### src/rtl/reset_cause_pkg.sv
package reset_cause_pkg;

  localparam int unsigned NUM_CAUSES = 4;

  // Bit positions inside the status register; firmware decodes these.
  localparam int unsigned BIT_SYS = 0;
  localparam int unsigned BIT_PIN = 1;
  localparam int unsigned BIT_WDT = 2;
  localparam int unsigned BIT_POR = 3;

  typedef logic [NUM_CAUSES-1:0] cause_vec_t;

  localparam cause_vec_t POR_ONLY = cause_vec_t'(1) << BIT_POR;

  // Strobes from the decode logic to the flag datapath.
  typedef struct packed {
    logic       regSel;   // address matches the status register
    cause_vec_t clrMask;  // write-one-to-clear mask for this cycle
  } ctrl_strobe_t;

endpackage

### src/rtl/reset_cause_ctrl.sv
module reset_cause_ctrl
  import reset_cause_pkg::*;
#(
  parameter int unsigned ADDR_W     = 12,
  parameter int unsigned DATA_W     = 32,
  parameter logic [ADDR_W-1:0] REG_OFFSET = ADDR_W'('h100)
) (
  input  logic [ADDR_W-1:0] regAddr,
  input  logic              regWrEn,
  input  logic [DATA_W-1:0] regWrData,
  output ctrl_strobe_t      strobe
);

  logic addrHit;

  assign addrHit = (regAddr == REG_OFFSET);

  always_comb begin
    strobe.regSel  = addrHit;
    strobe.clrMask = '0;
    if (addrHit && regWrEn) begin
      // Only the low flag bits are writable; reserved bits are dropped here.
      strobe.clrMask = regWrData[NUM_CAUSES-1:0];
    end
  end

endmodule

### src/rtl/reset_cause_flags.sv
module reset_cause_flags
  import reset_cause_pkg::*;
#(
  parameter int unsigned DATA_W = 32
) (
  input  logic              clk,
  input  logic              porRstN,
  input  logic              porEvt,
  input  logic              wdtEvt,
  input  logic              pinEvt,
  input  logic              sysEvt,
  input  ctrl_strobe_t      strobe,
  output logic [DATA_W-1:0] rdData
);

  localparam int unsigned PAD_W = DATA_W - NUM_CAUSES;

  cause_vec_t setVec;
  cause_vec_t flagQ;
  cause_vec_t flagD;

  always_comb begin
    setVec          = '0;
    setVec[BIT_WDT] = wdtEvt;
    setVec[BIT_PIN] = pinEvt;
    setVec[BIT_SYS] = sysEvt;
  end

  // Power-on dominates; otherwise the set is applied after the clear so it wins.
  always_comb begin
    if (porEvt) flagD = POR_ONLY;
    else        flagD = (flagQ & ~strobe.clrMask) | setVec;
  end

  always_ff @(posedge clk or negedge porRstN) begin
    if (!porRstN) flagQ <= POR_ONLY;
    else          flagQ <= flagD;
  end

  always_comb begin
    rdData = '0;
    if (strobe.regSel) rdData = {{PAD_W{1'b0}}, flagQ};
  end


  por_leaves_only_own_chk: assert property (@(posedge clk) disable iff (!porRstN)
    porEvt |=> (flagQ == POR_ONLY));

  for (genvar i = 0; i < NUM_CAUSES; i++) begin : g_bitChk

    set_beats_clear_chk: assert property (@(posedge clk) disable iff (!porRstN)
      (!porEvt && setVec[i]) |=> flagQ[i]);

    w1c_clears_chk: assert property (@(posedge clk) disable iff (!porRstN)
      (!porEvt && strobe.clrMask[i] && !setVec[i]) |=> !flagQ[i]);

    idle_hold_chk: assert property (@(posedge clk) disable iff (!porRstN)
      (!porEvt && !strobe.clrMask[i] && !setVec[i]) |=> (flagQ[i] == $past(flagQ[i])));
  end

endmodule

### src/rtl/reset_cause_reg.sv
module reset_cause_reg
  import reset_cause_pkg::*;
#(
  parameter int unsigned ADDR_W = 12,
  parameter int unsigned DATA_W = 32,
  parameter logic [ADDR_W-1:0] REG_OFFSET = ADDR_W'('h100)
) (
  input  logic              clk,
  input  logic              porRstN,
  input  logic              porEvt,
  input  logic              wdtEvt,
  input  logic              pinEvt,
  input  logic              sysEvt,
  input  logic [ADDR_W-1:0] regAddr,
  input  logic              regWrEn,
  input  logic [DATA_W-1:0] regWrData,
  output logic [DATA_W-1:0] regRdData
);

  ctrl_strobe_t strobe;

  reset_cause_ctrl #(
    .ADDR_W(ADDR_W), .DATA_W(DATA_W), .REG_OFFSET(REG_OFFSET)
  ) u_ctrl (
    .regAddr  (regAddr),
    .regWrEn  (regWrEn),
    .regWrData(regWrData),
    .strobe   (strobe)
  );

  reset_cause_flags #(
    .DATA_W(DATA_W)
  ) u_flags (
    .clk    (clk),
    .porRstN(porRstN),
    .porEvt (porEvt),
    .wdtEvt (wdtEvt),
    .pinEvt (pinEvt),
    .sysEvt (sysEvt),
    .strobe (strobe),
    .rdData (regRdData)
  );

endmodule

### config.mk
export PLATFORM = sky130hd
export DESIGN_NAME = reset_cause_reg
export DESIGN_NICKNAME = d
export VERILOG_FILES = /design/src/rtl/reset_cause_pkg.sv /design/src/rtl/reset_cause_ctrl.sv /design/src/rtl/reset_cause_flags.sv /design/src/rtl/reset_cause_reg.sv
export SDC_FILE = /design/constraint.sdc
export NUM_CORES = 1
export LEC_CHECK = 0
export BUFFER_PORTS_ARGS = -buffer_cell sky130_fd_sc_hd__buf_4
export CAP_MARGIN = 10
export CORE_UTILIZATION = 27
export DETAILED_ROUTE_END_ITERATION = 10
export PLACE_DENSITY = 0.83
export SYNTH_ARGS = -nofsm -noshare
export SYNTH_HDL_FRONTEND = slang
export SYNTH_SLANG_ARGS = --single-unit
### constraint.sdc
create_clock -name clk -period 1.83 [get_ports clk]
set_input_delay 0.183 -clock clk [delete_from_list [all_inputs] [get_ports clk]]
set_output_delay 0.183 -clock clk [all_outputs]
set_load 0.02 [all_outputs]
# Word-level counts from Yosys, hierarchy flattened
# Index checks and enable logic that the tools add are counted.
# W data, S select, Z words.
# classes
eq_ne,1
n_mux,3
n_bitwise,3
reduce_logical,1
# op_table
cell,count
$eq A12 B9 Y1 const B,1
$mux W4,3
$and A4 B4 Y4,1
$not A4 Y4,1
$or A4 B3 Y4,1
$logic_and A1 B1 Y1,1
# word_totals
ff_bits,4
input_bits,51
out_inout_bits,32
word_cells,9

# Logic depth before layout (Yosys ltp)
# Gate-level depths: netlist of run 1.
# depth
ltp_word,7
mapped_depth,4
ltp_nobuf,3

# By module
# From an unflattened synthesis of run 1, not the netlist that was laid out.
# hier_totals
cells_unflattened,61
area_unflattened_um2,478.0
# modules_own_cells
mod,instances,cells_each,area_per_inst_um2,seq_area_each_um2
reset_cause_flags,1,48,396.6,101.3
reset_cause_ctrl,1,13,81.3,0.0

# Worst setup path before layout of run 1
# No wires, ideal clock.
# synth_timing
kind,input-to-output
from,in regAddr[7]
to,out regRdData[0]
arrival_time_ps,946
required_time_ps,1647
setup_slack_ps,701
stages,4
n_path_buf,1
cell_sequence,nor4b_1 and3_1 buf_6 and2_1
# synth_via
elab_chain_cells,2
# synth_rtl
item,line,rtl
"start, declared",reset_cause_reg.sv:14,"input logic [ADDR_W-1:0] regAddr,"
$eq A12 B9 Y1,reset_cause_ctrl.sv:16,assign addrHit = (regAddr == REG_OFFSET);
$mux W4,reset_cause_flags.sv:42,"if (strobe.regSel) rdData = {{PAD_W{1'b0}}, flagQ};"
"end, declared",reset_cause_reg.sv:17,output logic [DATA_W-1:0] regRdData
# Every way passes these cells.

# Final worst setup path of run 1
# layout_timing
from,in regAddr[7]
to,out regRdData[1]
# Same word-level chain as after synthesis.

==> impl_metrics.tcl, run 1 <==
set metrics [dict create \
    status "complete, no violations" \
    dp_slack_ns 0.434 \
    post-dp-hpwl_um 722 \
    peakVddDrop_v 0.000214 \
    path_class "in -> out" \
    crit_slowest_cell "and3_1" \
    crit_buf_inv 2 \
    start_util_pct 29.3 \
    synth-edff-count 0 \
    ys_ff_latch 4 \
    ys_types 14 \
    cts_buffers 3 \
    cp_top_family "simple AND/OR/NAND/NOR gates" \
    skew_ns 0 \
    cts_sinks 4 \
    syn_to_final_growth_pct 29.1 \
    postCtsSetupRepairBufs 0 \
    yosysSeqAreaShare_pct 22.4 \
    track_usage_pct 9.36 \
    syn_area_per_cell_um2 8.36 \
    fmax_mhz 712 \
    p_per_area_nw_per_um2 546 \
    viasPerCell 3.64 \
    finalCritPeriodShare_pct 76.8 \
    synthTopCellsByArea "buf_4 47%, dfrtp_1 17%, dfstp_2 5.8%" \
    cts_tree "done" \
    wl_met3_um 143 \
    highest_layer "met4" \
    vias 360 \
    cpMostUsedCell "buf_4" \
    clock_path_buffers 2 \
    slew_violations 0 \
    port-buffer-count 26 \
    cts_root_buf "clkbuf_4" \
    core_area_um2 1540 \
    grt_max_degree 9 \
    regMostFlops "u_flags.flagQ" \
    detailedRoute.firstIterationViolations 2 \
    rsz0062_at_grt "no" \
    path_clk_slew_ns 0.04 \
    maxCapViolations 0 \
    first_global_vias 317 \
    critPathRequiredTime_ns 1.65 \
    hp-class "in -> reg" \
    met2WireLength_um 383 \
    setup_ws_ns 0.425 \
    setup_viol 0 \
    grt_pass1_wl_um 1250 \
    yosysTopAreaCell "buf_4" \
    insertion_delay_ns 0.23 \
    fin_crit_ns 1.40 \
    synth.cell_area_um2 452 \
    wire_per_inst_um 8.08 \
    synth_async_sr_flop_share_pct 100 \
    power.leakage_nw 0.330 \
    firstDrtPassIters 2 \
    startpoint_type "input port" \
    crit_chain "buf_4 > nor4b_1 > and3_1 > and2_1 > buf_4" \
    largest_register_ffs 4 \
    die_height_um 42.9 \
    htree_levels 1 \
    synth_most_common_cell "buf_4" \
    syn_inst 54 \
    drtAntennaViolNets 0 \
    antenna_found_initial 0 \
    synth_ff_type "dfrtp_1" \
    diodes 0 \
    die_area_um2 1840 \
    gp_congestion 0.773 \
    nFillCells 166 \
    wirelength_um 800 \
    end_kind "output port" \
    route.detailed.drc 0 \
    final.setup.tns_ns 0 \
    cpPeakStageDelay_ns 0.34 \
    final_net_count 135 \
    arrival_ns 1.22 \
    std_cell_rows 14 \
    io_pins 83 \
    synth_top_area_share_pct 46.5 \
    drive_gt1_share_pct 36.1 \
    reg.largest.list "u_flags.flagQ (4)" \
    synth_common_cells "28 x buf_4, 4 x and2_1, 4 x nor2_1" \
    die_w_um 42.9 \
    path_max_fanout 8 \
    wl_met1_um 267 \
    yosysWarnings 0 \
    finalHoldViolCount 0 \
    overflow 0 \
]
## layer usage
metal | GRT usage (%) | vias up
met4 | 7.50 | 0
li1 | - | 179
met5 | 0 | -
met2 | 14.5 | 37
met3 | 4.68 | 2
met1 | 9.28 | 142
## worst paths after layout
kind | startpoint | to | cells after the start | slack (ns)
worst min register to register | u_flags.flagQ[3]$_DFF_PN1_ | u_flags.flagQ[3]$_DFF_PN1_ | 2 | 0.49
worst min-delay path | porEvt | u_flags.flagQ[2]$_DFF_PN0_ | 2 | 0.14
worst max-delay path | regAddr[7] | regRdData[1] | 5 | 0.43
min in group asynchronous | porRstN | u_flags.flagQ[2]$_DFF_PN0_ | 2 | 0.28
worst max register to register | u_flags.flagQ[3]$_DFF_PN1_ | u_flags.flagQ[3]$_DFF_PN1_ | 2 | 1.05
max in group asynchronous | porRstN | u_flags.flagQ[3]$_DFF_PN1_ | 2 | 1.35
## stage by stage
stage,cell area [µm²],total power [mW],util (%),hold WS (ns),cells
floorplan,553,0.201,-,-0.113,81
global placement,547,0.195,35.5,-0.0208,94
detailed placement,547,0.197,35.5,-0.0167,94
CTS,583,0.321,37.8,0.130,99
global route,583,0.342,37.8,0.125,99
finish,583,0.318,37.8,0.135,99
## cells by family (layout without fill, tap and decap cells)
| kind of cell | Yosys count | count (layout) | share of synthesized area [%] |
|---|---|---|---|
| AOI/OAI and AO/OA | 4 | 4 | 7.76 |
| buffers and inverters | 30 | 32 | 49.9 |
| DFF | 4 | 4 | 22.4 |
| other | 1 | 28 | 0.830 |
| and+or+nand+nor | 15 | 15 | 19.1 |
## worst reg2reg max path, stage by stage (launching register included)
cell and delay (ns):
dfstp_2 0.51, nor2_1 0.04, a41oi_1 0.15
## layout by cell type, fill, tap and decap left out
| cell type | count |
|---|---|
| and3_1 | 1 |
| nor4b_1 | 1 |
| dfrtp_1 | 3 |
| a311oi_1 | 3 |
| clkbuf_4 | 3 |
| a41oi_1 | 1 |
| and2_1 | 4 |
| nor2_1 | 4 |
| dfstp_2 | 1 |
| nor4_1 | 2 |
| buf_4 | 26 |
| conb_1 | 28 |
| clkbuf_1 | 1 |
| inv_1 | 1 |
| nor2b_1 | 3 |
| dlygate4sd3_1 | 1 |
## power by group
part,internal (mW),leakage [nW],switching [mW],total [mW]
Combinational,0.0367,0.267,0.0648,0.101
Clock,0.0820,0.0150,0.0387,0.121
Sequential,0.0935,0.0480,0.00246,0.0959
## final cells by class
cell class	count	area (µm²)	share of cell area, %
clock buffers	4	26.3	4.51
well taps	16	20.0	3.43
inverters	1	3.75	0.644
flip-flops and latches	4	101	17.4
repair buffers	27	205	35.2
multi-input cells	47	226	38.8
## timing repair
| action | in CTS | in global routing |
|---|---|---|
| hold buffers | 1 | 0 |
| endpoints found under the hold margin | 4 | 0 |
| resized for setup | 0 | 0 |
No activity file was read; power rests on OpenSTA's default activity.
==> inputs of run 2 (changes only) <==
- CORE_UTILIZATION: 27 -> 25
- PLACE_DENSITY: 0.83 -> 0.78
- clock period: 1.83 -> 1.38 ns (I/O delays scaled with it)
==> run 2 against run 1 <==
Compared with the run above:
- clock skew unchanged
- sequential cell count did not move
- final area is 1.9% higher
- die area increased by 7.6%
- worst hold slack worse by 0.037 ns
- sequential share of layout area fell by 0.33 points
- clock power rose by 29%
- via count up 5.0%
- highest routed layer unchanged
==> impl_metrics.tcl, run 2 (synthesis gave the netlist of run 1 again) <==
set metrics [dict create \
    status "complete, no violations" \
    startpoint_type "input port" \
    cts_root_buf "clkbuf_4" \
    io_pins 83 \
    gp_congestion 0.651 \
    grt_pass1_wl_um 1370 \
    wire_per_inst_um 8.17 \
    finalHoldViolCount 0 \
    start_util_pct 28.3 \
    post-dp-hpwl_um 744 \
    regMostFlops "u_flags.flagQ" \
    cp_top_family "simple AND/OR/NAND/NOR gates" \
    finalCritPeriodShare_pct 89.4 \
    reg.largest.list "u_flags.flagQ (4)" \
    p_per_area_nw_per_um2 704 \
    path_max_fanout 8 \
    mostFrequentLayoutCells "28 x conb_1, 26 x buf_4, 4 x and2_1, 4 x nor2_1" \
    cpPeakStageDelay_ns 0.30 \
    firstDrtPassIters 3 \
    diodes 0 \
    worst_hold_slack_ns 0.0980 \
    cts_buffers 3 \
    setup_viol 0 \
    core_area_um2 1590 \
    cts_sinks 4 \
    largest_register_ffs 4 \
    path_class "in -> out" \
    cpMostUsedCell "buf_4" \
    final.setup.tns_ns 0 \
    die_height_um 44.5 \
    peakVddDrop_v 0.000211 \
    syn_to_final_growth_pct 31.6 \
    crit_buf_inv 2 \
    htree_levels 1 \
    arrival_ns 1.10 \
    viasPerCell 3.53 \
    rsz0062_at_grt "no" \
    power.leakage_nw 0.329 \
    route.detailed.drc 0 \
    die_area_um2 1980 \
    end_kind "output port" \
    wirelength_um 874 \
    clock_path_buffers 2 \
    nFillCells 166 \
    slew_violations 0 \
    die_w_um 44.5 \
    final_common_cell "conb_1" \
    std_cell_rows 14 \
    fin_crit_ns 1.23 \
    antenna_found_initial 0 \
    cts_tree "done" \
    first_global_vias 353 \
    path_clk_slew_ns 0.04 \
    fin_util_pct 37.3 \
    critPathRequiredTime_ns 1.24 \
    vias 378 \
    fmax_mhz 811 \
    drtAntennaViolNets 0 \
    overflow 0 \
    skew_ns 0 \
    track_usage_pct 9.93 \
    crit_chain "buf_4 > nor4_1 > and3_2 > and2_1 > buf_4" \
    final_net_count 135 \
    insertion_delay_ns 0.23 \
    maxCapViolations 0 \
    drive_gt1_share_pct 37.3 \
    crit_slowest_cell "and3_2" \
    hp-class "in -> reg" \
    grt_max_degree 9 \
    port-buffer-count 26 \
    detailedRoute.firstIterationViolations 1 \
]
==> run 2: area by class of cell <==
type | instances | area, µm² | share of cell area (%)
multi-input combinational | 47 | 228 | 38.3
timing repair buffer | 27 | 205 | 34.5
sequential | 4 | 101 | 17.1
tap | 24 | 30.0 | 5.05
clock buffer | 4 | 26.3 | 4.42
inverter | 1 | 3.75 | 0.632
==> run 2: stage by stage <==
step,total power [mW],area (µm²),instances,setup WS (ns)
global route,0.455,594,107,0.0145
floorplan,0.266,553,81,0.341
global placement,0.258,557,102,0.0655
finish,0.419,594,107,0.146
detailed placement,0.260,557,102,0.0786
CTS,0.428,593,107,0.0765
==> run 2: path summary, 6_finish.rpt <==
kind                       depth (start not counted)  slack, ns                         end                       start
setup / recovery                                   5       0.15                regRdData[1]                  regAddr[3]
hold / removal                                     2        0.1  u_flags.flagQ[1]$_DFF_PN0_                      porEvt
setup reg to reg                                   2       0.59  u_flags.flagQ[3]$_DFF_PN1_  u_flags.flagQ[3]$_DFF_PN1_
hold reg to reg                                    2       0.49  u_flags.flagQ[3]$_DFF_PN1_  u_flags.flagQ[3]$_DFF_PN1_
max in group asynchronous                          2       0.93  u_flags.flagQ[3]$_DFF_PN1_                     porRstN
min in group asynchronous                          2       0.25  u_flags.flagQ[1]$_DFF_PN0_                     porRstN
==> run 2: layer usage <==
metal	part of all wire [%]	vias to the layer above	wire, µm	GRT usage, %
met1	35	161	302	9.43
met3	15	2	133	4.08
met2	49	35	431	17.1
met5	0	-	0	0
li1	-	180	-	-
met4	0.69	0	6	7.27
==> run 2: repair_timing <==
action,CTS,global route
setup buffers,0,0
resized for setup,0,1
setup endpoints to repair,0,4
hold buffers,1,0
endpoints found under the hold margin,4,0
==> run 2: worst register-to-register path, cell delays in order, from the launching register on <==
cell and delay, ns:
dfstp_2 0.51, nor2_1 0.03, a41oi_1 0.16
==> run 2: report_power, final <==
part	switching [mW]	internal, mW	leakage, nW
Clock	0.0476	0.108	0.0150
Sequential	0.00285	0.124	0.0480
Combinational	0.0870	0.0487	0.266
Total	0.138	0.281	0.329
==> inputs of run 3 (changes only) <==
- RECOVER_POWER: default -> 50
==> run 3 against run 2 <==
Compared with the run above:
- non-clock buffer count is the same
- clock power about the same
- core utilization is 0.24 points lower
- combinational power about the same
- routed wire length decreased by 0.11%
- sequential power about the same
- critical path depth did not move
- final area is 0.63% lower
- highest routed layer unchanged
==> impl_metrics.tcl, run 3 (synthesis gave the netlist of run 1 again) <==
set metrics [dict create \
    p_per_area_nw_per_um2 707 \
    cts_buffers 3 \
    startpoint_type "input port" \
    track_usage_pct 9.93 \
    dpl_cell_area_um2 557 \
    finalHoldViolCount 0 \
    reg2reg_slack_ns 0.59 \
    worst_hold_slack_ns 0.0980 \
    final_common_cell "conb_1" \
    die_w_um 44.5 \
    reg2reg_from "u_flags.flagQ[3]$_DFF_PN1_" \
    holdPathStages 2 \
    internal_power_uw 280 \
    setup_viol 0 \
    start_util_pct 28.3 \
    io_pins 83 \
    cts_tree "done" \
    grtUsageMet2_pct 17.1 \
    die_height_um 44.5 \
    std_cell_rows 14 \
    syn_to_final_growth_pct 30.7 \
    firstDrtPassIters 3 \
    power.leakage_nw 0.326 \
    hp-class "in -> reg" \
    switching_share_pct 32.9 \
    whs_endpoint "u_flags.flagQ[1]$_DFF_PN0_" \
    met1_usage_pct 9.43 \
    detailedRoute.firstIterationViolations 1 \
    netSwitchingPower_uw 137 \
    use_met3_pct 4.08 \
    maxCapViolations 0 \
    regMostFlops "u_flags.flagQ" \
    reg.largest.list "u_flags.flagQ (4)" \
    vias 378 \
    path_max_fanout 8 \
    clock_path_buffers 2 \
    path_class "in -> out" \
    setup_ws_ns 0.147 \
    fin_crit_ns 1.23 \
    place_inst 102 \
    busiest_layer "met2" \
    port-buffer-count 26 \
    stdcell_count 107 \
    gp_congestion 0.651 \
    final_net_count 135 \
    first_global_vias 353 \
    route.detailed.drc 0 \
    wire_per_inst_um 8.16 \
    core_area_um2 1590 \
    final.setup.tns_ns 0 \
    power_uw 417 \
    finalCritPeriodShare_pct 89.4 \
    grt_max_degree 9 \
    mostFrequentLayoutCells "28 x conb_1, 25 x buf_4, 4 x and2_1, 4 x nor2_1" \
    dp_slack_ns 0.0786 \
    slew_violations 0 \
    drive_gt1_share_pct 36.1 \
    arrival_ns 1.10 \
    rsz0062_at_grt "no" \
    power.share.clock_pct 37.4 \
    fin_util_pct 37.0 \
    stdcell_area_um2 591 \
    path_clk_slew_ns 0.04 \
    power_frac_comb_pct 32.2 \
    grt_pass1_wl_um 1370 \
    antenna_found_initial 0 \
    end_kind "output port" \
    diodes 0 \
    fmax_mhz 811 \
    critPathRequiredTime_ns 1.24 \
    post-dp-hpwl_um 744 \
    power_frac_seq_pct 30.4 \
    r2r_end "u_flags.flagQ[3]$_DFF_PN1_" \
    r2r_cells 2 \
    drtAntennaViolNets 0 \
    htree_levels 1 \
    insertion_delay_ns 0.23 \
    status "complete, no violations" \
    cts_root_buf "clkbuf_4" \
    skew_ns 0 \
    cts_sinks 4 \
    viasPerCell 3.53 \
    die_area_um2 1980 \
    largest_register_ffs 4 \
    hp-start "porEvt" \
    wirelength_um 873 \
    peakVddDrop_v 0.000211 \
    overflow 0 \
]
[run 3: cell types whose count changed in the layout (fill, tap and decap cells not counted)]
cell	previous run	this run
buf_4	26	25
clkbuf_1	1	2
[run 3: repair_timing]
item                                   CTS  global route
endpoints found under the hold margin    4             0
gates resized for setup                  0             1
hold buffers                             1             0
setup endpoints to repair                0             4
buffers inserted                         0             0
[run 3: worst max path at each step]
stage / start / end / slack [ns] / cells past startpoint
2_1_floorplan: regAddr[7] / regRdData[0] / 0.34 / 4
3_3_place_gp: regAddr[3] / regRdData[2] / 0.07 / 5
3_5_place_dp: regAddr[3] / regRdData[1] / 0.08 / 5
4_1_cts: regAddr[3] / regRdData[1] / 0.08 / 5
5_1_grt: regAddr[11] / regRdData[3] / 0.01 / 5
6_report: regAddr[3] / regRdData[1] / 0.15 / 5
[run 3: metal layers]
layer | up-vias | wire length, µm
li1 | 180 | -
met1 | 161 | 302
met2 | 35 | 431
met3 | 2 | 133
met4 | 0 | 6
met5 | - | 0
[run 3: power by group through the flow]
stage / Clock (mW) / Sequential, mW / Combinational [mW]
6_report: 0.156 / 0.127 / 0.134
5_1_grt: 0.181 / 0.128 / 0.145
4_1_cts: 0.167 / 0.127 / 0.135
3_5_place_dp: 0 / 0.128 / 0.132
3_3_place_gp: 0 / 0.127 / 0.131
2_1_floorplan: 0 / 0.127 / 0.139
[run 3: critical path, cell delays in order]
cell	delay [ns]
buf_4	0.11
nor4_1	0.26
and3_2	0.30
and2_1	0.15
buf_4	0.14
[run 3: area by class of cell]
cell class                      instances  area (µm²)
Timing Repair Buffer                   27         201
Sequential cell                         4         101
Multi-Input combinational cell         47         228
Fill cell                             168        1000
Tap cell                               24        30.0
Clock buffer                            4        26.3
Inverter                                1        3.75
